**src/rtl/owin_pkg.sv**
```systemverilog
package owin_pkg;

    localparam int ADDR_IN_W  = 32;
    localparam int ADDR_OUT_W = 64;
    localparam int IDX_W      = 4;

    typedef logic [ADDR_IN_W-1:0]  in_addr_t;
    typedef logic [ADDR_OUT_W-1:0] out_addr_t;
    typedef logic [IDX_W-1:0]      win_idx_t;

    typedef struct packed {
        logic      hit;
        win_idx_t  idx;
        out_addr_t addr;
    } xres_t;

    // Offset mask of an aligned power-of-two window
    function automatic in_addr_t span_mask(in_addr_t base, in_addr_t high);
        return high - base;
    endfunction

    function automatic logic in_window(in_addr_t a, in_addr_t base, in_addr_t high);
        return (a >= base) && (a <= high);
    endfunction

    // Keep offset bits from the input, take the rest from the translation value
    function automatic out_addr_t splice(in_addr_t a, in_addr_t mask,
                                         out_addr_t xlat, logic wide);
        out_addr_t m64;
        out_addr_t r;
        m64 = {{(ADDR_OUT_W-ADDR_IN_W){1'b0}}, mask};
        r   = (xlat & ~m64) | ({{(ADDR_OUT_W-ADDR_IN_W){1'b0}}, a} & m64);
        if (!wide)
            r[ADDR_OUT_W-1:ADDR_IN_W] = '0;
        return r;
    endfunction

endpackage

```
**src/rtl/owin_match.sv**
```systemverilog
module owin_match
    import owin_pkg::*;
#(
    parameter in_addr_t  BASE = '0,
    parameter in_addr_t  HIGH = '1,
    parameter out_addr_t XLAT = '0,
    parameter logic      WIDE = 1'b1
) (
    input  in_addr_t  addr,
    output logic      hit,
    output out_addr_t xaddr
);
    localparam in_addr_t MASK = span_mask(BASE, HIGH);

    always_comb begin
        hit   = in_window(addr, BASE, HIGH);
        xaddr = splice(addr, MASK, XLAT, WIDE);
    end
endmodule

```
**src/rtl/owin_select.sv**
```systemverilog
module owin_select
    import owin_pkg::*;
#(
    parameter int NUM_WIN = 3
) (
    input  logic [NUM_WIN-1:0]                 hits,
    input  logic [NUM_WIN-1:0][ADDR_OUT_W-1:0] cand,
    output xres_t                              res
);
    // Walk from the top down so the lowest matching index is written last
    always_comb begin
        res = '0;
        for (int i = NUM_WIN - 1; i >= 0; i--) begin
            if (hits[i]) begin
                res.hit  = 1'b1;
                res.idx  = IDX_W'(i);
                res.addr = cand[i];
            end
        end
    end
endmodule

```
**src/rtl/owin_outreg.sv**
```systemverilog
module owin_outreg
    import owin_pkg::*;
(
    input  logic      clk,
    input  logic      rst,
    input  logic      in_valid,
    input  xres_t     in_res,
    output logic      rsp_valid,
    output logic      rsp_hit,
    output logic      rsp_miss,
    output win_idx_t  rsp_win,
    output out_addr_t rsp_addr
);
    logic take;
    assign take = in_valid && in_res.hit;

    always_ff @(posedge clk) begin
        if (rst) begin
            rsp_valid <= 1'b0;
            rsp_hit   <= 1'b0;
            rsp_miss  <= 1'b0;
            rsp_win   <= '0;
            rsp_addr  <= '0;
        end else begin
            rsp_valid <= in_valid;
            rsp_hit   <= take;
            rsp_miss  <= in_valid && !in_res.hit;
            rsp_win   <= take ? in_res.idx  : '0;
            rsp_addr  <= take ? in_res.addr : '0;
        end
    end

    p_latency_r1: assert property (@(posedge clk) disable iff (rst)
        in_valid |=> rsp_valid);

    p_idle_r8: assert property (@(posedge clk) disable iff (rst)
        !in_valid |=> (!rsp_valid && !rsp_hit && !rsp_miss && rsp_addr == '0 && rsp_win == '0));

    p_exclusive_r6: assert property (@(posedge clk) disable iff (rst)
        rsp_valid |-> (rsp_hit != rsp_miss));

    p_miss_zero_r6: assert property (@(posedge clk) disable iff (rst)
        rsp_miss |-> (rsp_addr == '0 && rsp_win == '0));
endmodule

```
**src/rtl/owin_xlate.sv**
```systemverilog
module owin_xlate
    import owin_pkg::*;
#(
    parameter int NUM_WIN = 3,
    parameter logic [NUM_WIN-1:0][ADDR_IN_W-1:0]  WIN_BASE =
        {32'hFE00_0000, 32'hABCD_E000, 32'h1234_0000},
    parameter logic [NUM_WIN-1:0][ADDR_IN_W-1:0]  WIN_HIGH =
        {32'hFFFF_FFFF, 32'hABCD_FFFF, 32'h1234_FFFF},
    parameter logic [NUM_WIN-1:0][ADDR_OUT_W-1:0] WIN_XLAT =
        {64'h7000_0000_4000_0000, 64'h6000_0000_FEDC_0000, 64'h5000_0000_5671_0000},
    parameter logic [NUM_WIN-1:0]                 WIN_WIDE = '1
) (
    input  logic        clk,
    input  logic        rst,
    input  logic        req_valid,
    input  logic [31:0] req_addr,
    output logic        rsp_valid,
    output logic        rsp_hit,
    output logic        rsp_miss,
    output logic [3:0]  rsp_win,
    output logic [63:0] rsp_addr
);
    logic [NUM_WIN-1:0]                 hit_vec;
    logic [NUM_WIN-1:0][ADDR_OUT_W-1:0] cand;
    xres_t                              sel;

    for (genvar g = 0; g < NUM_WIN; g++) begin : g_win
        owin_match #(
            .BASE (WIN_BASE[g]),
            .HIGH (WIN_HIGH[g]),
            .XLAT (WIN_XLAT[g]),
            .WIDE (WIN_WIDE[g])
        ) u_match (
            .addr  (req_addr),
            .hit   (hit_vec[g]),
            .xaddr (cand[g])
        );
    end

    owin_select #(.NUM_WIN(NUM_WIN)) u_select (
        .hits (hit_vec),
        .cand (cand),
        .res  (sel)
    );

    owin_outreg u_outreg (
        .clk       (clk),
        .rst       (rst),
        .in_valid  (req_valid),
        .in_res    (sel),
        .rsp_valid (rsp_valid),
        .rsp_hit   (rsp_hit),
        .rsp_miss  (rsp_miss),
        .rsp_win   (rsp_win),
        .rsp_addr  (rsp_addr)
    );

    // Checker helpers: per-index lookup of the window parameters
    function automatic in_addr_t mask_of(win_idx_t w);
        in_addr_t m = '0;
        for (int i = 0; i < NUM_WIN; i++)
            if (w == IDX_W'(i)) m = span_mask(WIN_BASE[i], WIN_HIGH[i]);
        return m;
    endfunction

    function automatic logic inside_of(win_idx_t w, in_addr_t a);
        logic r = 1'b0;
        for (int i = 0; i < NUM_WIN; i++)
            if (w == IDX_W'(i)) r = in_window(a, WIN_BASE[i], WIN_HIGH[i]);
        return r;
    endfunction

    function automatic logic wide_of(win_idx_t w);
        logic r = 1'b0;
        for (int i = 0; i < NUM_WIN; i++)
            if (w == IDX_W'(i)) r = WIN_WIDE[i];
        return r;
    endfunction

    p_hit_follows_r2: assert property (@(posedge clk) disable iff (rst)
        (req_valid && hit_vec != '0) |=> rsp_hit);

    p_hit_inside_r2: assert property (@(posedge clk) disable iff (rst)
        rsp_hit |-> inside_of(rsp_win, $past(req_addr)));

    p_offset_kept_r3: assert property (@(posedge clk) disable iff (rst)
        rsp_hit |-> (((rsp_addr[31:0] ^ $past(req_addr)) & mask_of(rsp_win)) == '0));

    p_narrow_r5: assert property (@(posedge clk) disable iff (rst)
        (rsp_hit && !wide_of(rsp_win)) |-> (rsp_addr[63:32] == '0));

    p_lowest_r7: assert property (@(posedge clk) disable iff (rst)
        (req_valid && hit_vec[0]) |=> (rsp_win == '0));
endmodule

```
**config.mk**
```make
export PLATFORM = sky130hd
export DESIGN_NAME = owin_xlate
export DESIGN_NICKNAME = d
export VERILOG_FILES = /design/src/rtl/owin_pkg.sv /design/src/rtl/owin_match.sv /design/src/rtl/owin_select.sv /design/src/rtl/owin_outreg.sv /design/src/rtl/owin_xlate.sv
export SDC_FILE = /design/constraint.sdc
export NUM_CORES = 1
export LEC_CHECK = 0
export ABC_AREA = 1
export ABC_CLOCK_PERIOD_IN_PS = 2600
export BUFFER_PORTS_ARGS = -buffer_cell sky130_fd_sc_hd__buf_2
export CORE_MARGIN = 1.5
export CORE_UTILIZATION = 44
export DETAILED_ROUTE_END_ITERATION = 10
export PLACE_DENSITY = 0.91
export RECOVER_POWER = 100
export SLEW_MARGIN = 10
export SYNTH_ARGS = -nofsm -noshare
export SYNTH_HDL_FRONTEND = slang
export SYNTH_SLANG_ARGS = --single-unit
```
**constraint.sdc**
```tcl
create_clock -name clk -period 2.6 [get_ports clk]
set_input_delay 0.39 -clock clk [delete_from_list [all_inputs] [get_ports clk]]
set_output_delay 0.39 -clock clk [all_outputs]
set_load 0.02 [all_outputs]
```
==> impl_metrics.json <==
{
  "clk_pin_slew_ns": 0.11,
  "dp_cells": 308,
  "synthCells": 196,
  "finalHoldViolations": 0,
  "yosysSeqAreaShare": 0.434,
  "root_buffer": "clkbuf_4",
  "setup_viol": 0,
  "min_path_type": "input pin to register",
  "hold_depth": 3,
  "cp-start-kind": "input pin",
  "power.density_nw_per_um2": 517,
  "min_to": "u_outreg.rsp_addr[2]",
  "status": "complete, no violations",
  "crit_path_top_delay_cell": "nand2_1",
  "io_pins": 106,
  "ant_nets": 0,
  "io_buffers": 74,
  "rsz0062_at_grt": "false",
  "n_antenna_cell": 0,
  "postRouteWirelength_mm": 2.63,
  "grt_pass1_vias": 1033,
  "syn_avg_cell_area_um2": 8.01,
  "synth_top_area_frac": 0.434,
  "fmax_ghz": 0.641,
  "grt_util_all_layers": 0.131,
  "core_region_area_um2": 3390,
  "dp_hpwl_mm": 2.19,
  "cts.htree.levels": 2,
  "crit_fanout": 15,
  "maxCapViolations": 0,
  "gp_congestion": 0.897,
  "synth_area_leaders": "dfxtp_1 43%, buf_4 18%, inv_1 10%",
  "nets": 304,
  "cts_max_path_buffers": 2,
  "wire_per_inst_um": 8.31,
  "die_h_um": 62.7,
  "slowest_delay_ns": 0.50,
  "drive_gt1_frac": 0.204,
  "area_growth_pct": 14.4,
  "cts-buffers-inserted": 5,
  "start_util": 0.463,
  "drc": 0,
  "cts_hold_buf": 0,
  "post_cts_buffers": 0,
  "crit_chain": "clkbuf_1, inv_1, nor2_1, nand2_1, nor2_1, nand2_1, nand3_2, nand2_1, nor2_1",
  "crit_required_ns": 2.84,
  "vias": 1218,
  "cp-end-kind": "register",
  "cp.arrival_ns": 1.80,
  "cts_sinks": 34,
  "dr.pass1.iters": 4,
  "vias_per_cell": 3.85,
  "fill_cells": 352,
  "leakagePower_uw": 0.000995,
  "grt_pass1_wl_mm": 4.05,
  "overflow": 0,
  "setup_tns_ns": 0,
  "ctsResizeCount": 0,
  "grt_max_degree": 16,
  "slew_violations": 0,
  "period_share": 0.600,
  "hp-start": "req_addr[2]",
  "slew_headroom": 0.380,
  "tritoncts": "yes",
  "synth.distinct_cells": 18,
  "fin_cells": 316,
  "yosys.area.top_type": "dfxtp_1",
  "power_uw": 927,
  "yosysWarningCount": 0,
  "ir_drop_uv": 241,
  "antenna_found_initial": 0,
  "die-area_um2": 3930,
  "tightest_slew_ns": 0.928,
  "cp_top_family": "simple AND/OR/NAND/NOR gates",
  "drt_iter0_drc": 28,
  "syn_area_um2": 1570,
  "path_buf_inv": 2,
  "critPathKind": "input pin to register",
  "ys_ff_latch": 34,
  "dieWidth_um": 62.7,
  "post-route-min-period_ns": 1.56,
  "rows": 21
}
report_power, final:
group	switching [uW]	leakage (uW)	internal (uW)	total (uW)
sequential	0.788	0.000274	523	523
clock	167	0.0000343	130	297
combinational	77.8	0.000686	28.7	107
state kept, by name (all words and copies together), names as in the netlist:
register and cells:
u_outreg.rsp_addr 30, u_outreg.rsp_hit 1, u_outreg.rsp_miss 1, u_outreg.rsp_valid 1
u_outreg.rsp_win 1
synthesized netlist by cell type (all sizes together):
cell,number
conb,1
dfxtp,34
nand4,1
nor3,1
nand2,23
buf,38
a21oi,1
inv,42
nand3,7
nor2,47
o21ai,1
worst min-delay path, stage by stage:
cell and delay [ns]:
buf_2 0.09, inv_1 0.04, nor2_1 0.03
how the worst max path moves through the flow:
stage	to	startpoint	slack [ns]	depth (start not counted)
detailed placement	u_outreg.rsp_addr[0]	req_addr[16]	1.14	8
finish	u_outreg.rsp_addr[0]	req_addr[18]	1.04	9
CTS	rsp_addr[28]	u_outreg.rsp_addr[28]	1.33	1
global route	u_outreg.rsp_addr[0]	req_addr[18]	0.85	9
floorplan	u_outreg.rsp_addr[10]	req_addr[16]	1.40	8
global placement	u_outreg.rsp_addr[2]	req_addr[21]	1.18	8
through the flow:
step	utilization	area [um^2]	worst slack, ns	hold slack, ns
after CTS	0.553	1880	1.33	0.253
after global routing	0.529	1790	0.848	0.258
after global placement	0.535	1810	1.18	0.602
after floorplan	-	1680	1.40	0.477
final	0.529	1790	1.04	0.270
after detailed placement	0.535	1810	1.14	0.607
layout by cell type (no fill, tap or decap):
| cell type | count |
|---|---|
| nand2_1 | 23 |
| nand3_1 | 5 |
| buf_2 | 33 |
| clkbuf_4 | 5 |
| a21oi_1 | 1 |
| nor3_1 | 1 |
| o21ai_0 | 1 |
| clkinvlp_4 | 1 |
| clkinv_2 | 1 |
| conb_1 | 31 |
| nand3_2 | 2 |
| clkbuf_8 | 1 |
| nor2_2 | 4 |
| nor2_1 | 35 |
| nor2_4 | 8 |
| clkbuf_1 | 41 |
| nand4_1 | 1 |
| inv_1 | 42 |
| dfxtp_1 | 34 |
cell families after synthesis:
logic type      Yosys count  synth area share
buf+inv                  80             0.290
simple gates             79             0.265
compound gates            2           0.00877
flops                    34             0.434
other cells               1           0.00239
cell type report:
class	count	area, um^2	share of cell area
tap	46	57.6	0.0321
inverter	42	158	0.0879
sequential	34	681	0.379
clock inverter	2	12.5	0.00697
clock buffer	6	51.3	0.0286
timing repair buffer	74	319	0.178
multi-input combinational	112	515	0.287
layer usage:
metal / global-route usage / vias up / share of wire
li1: - / 637 / -
met5: 0 / - / 0
met3: 0.0414 / 2 / 0.087
met2: 0.246 / 60 / 0.51
met1: 0.126 / 519 / 0.39
met4: 0.0667 / 0 / 0.010
Power figures use the tool's default switching activity.
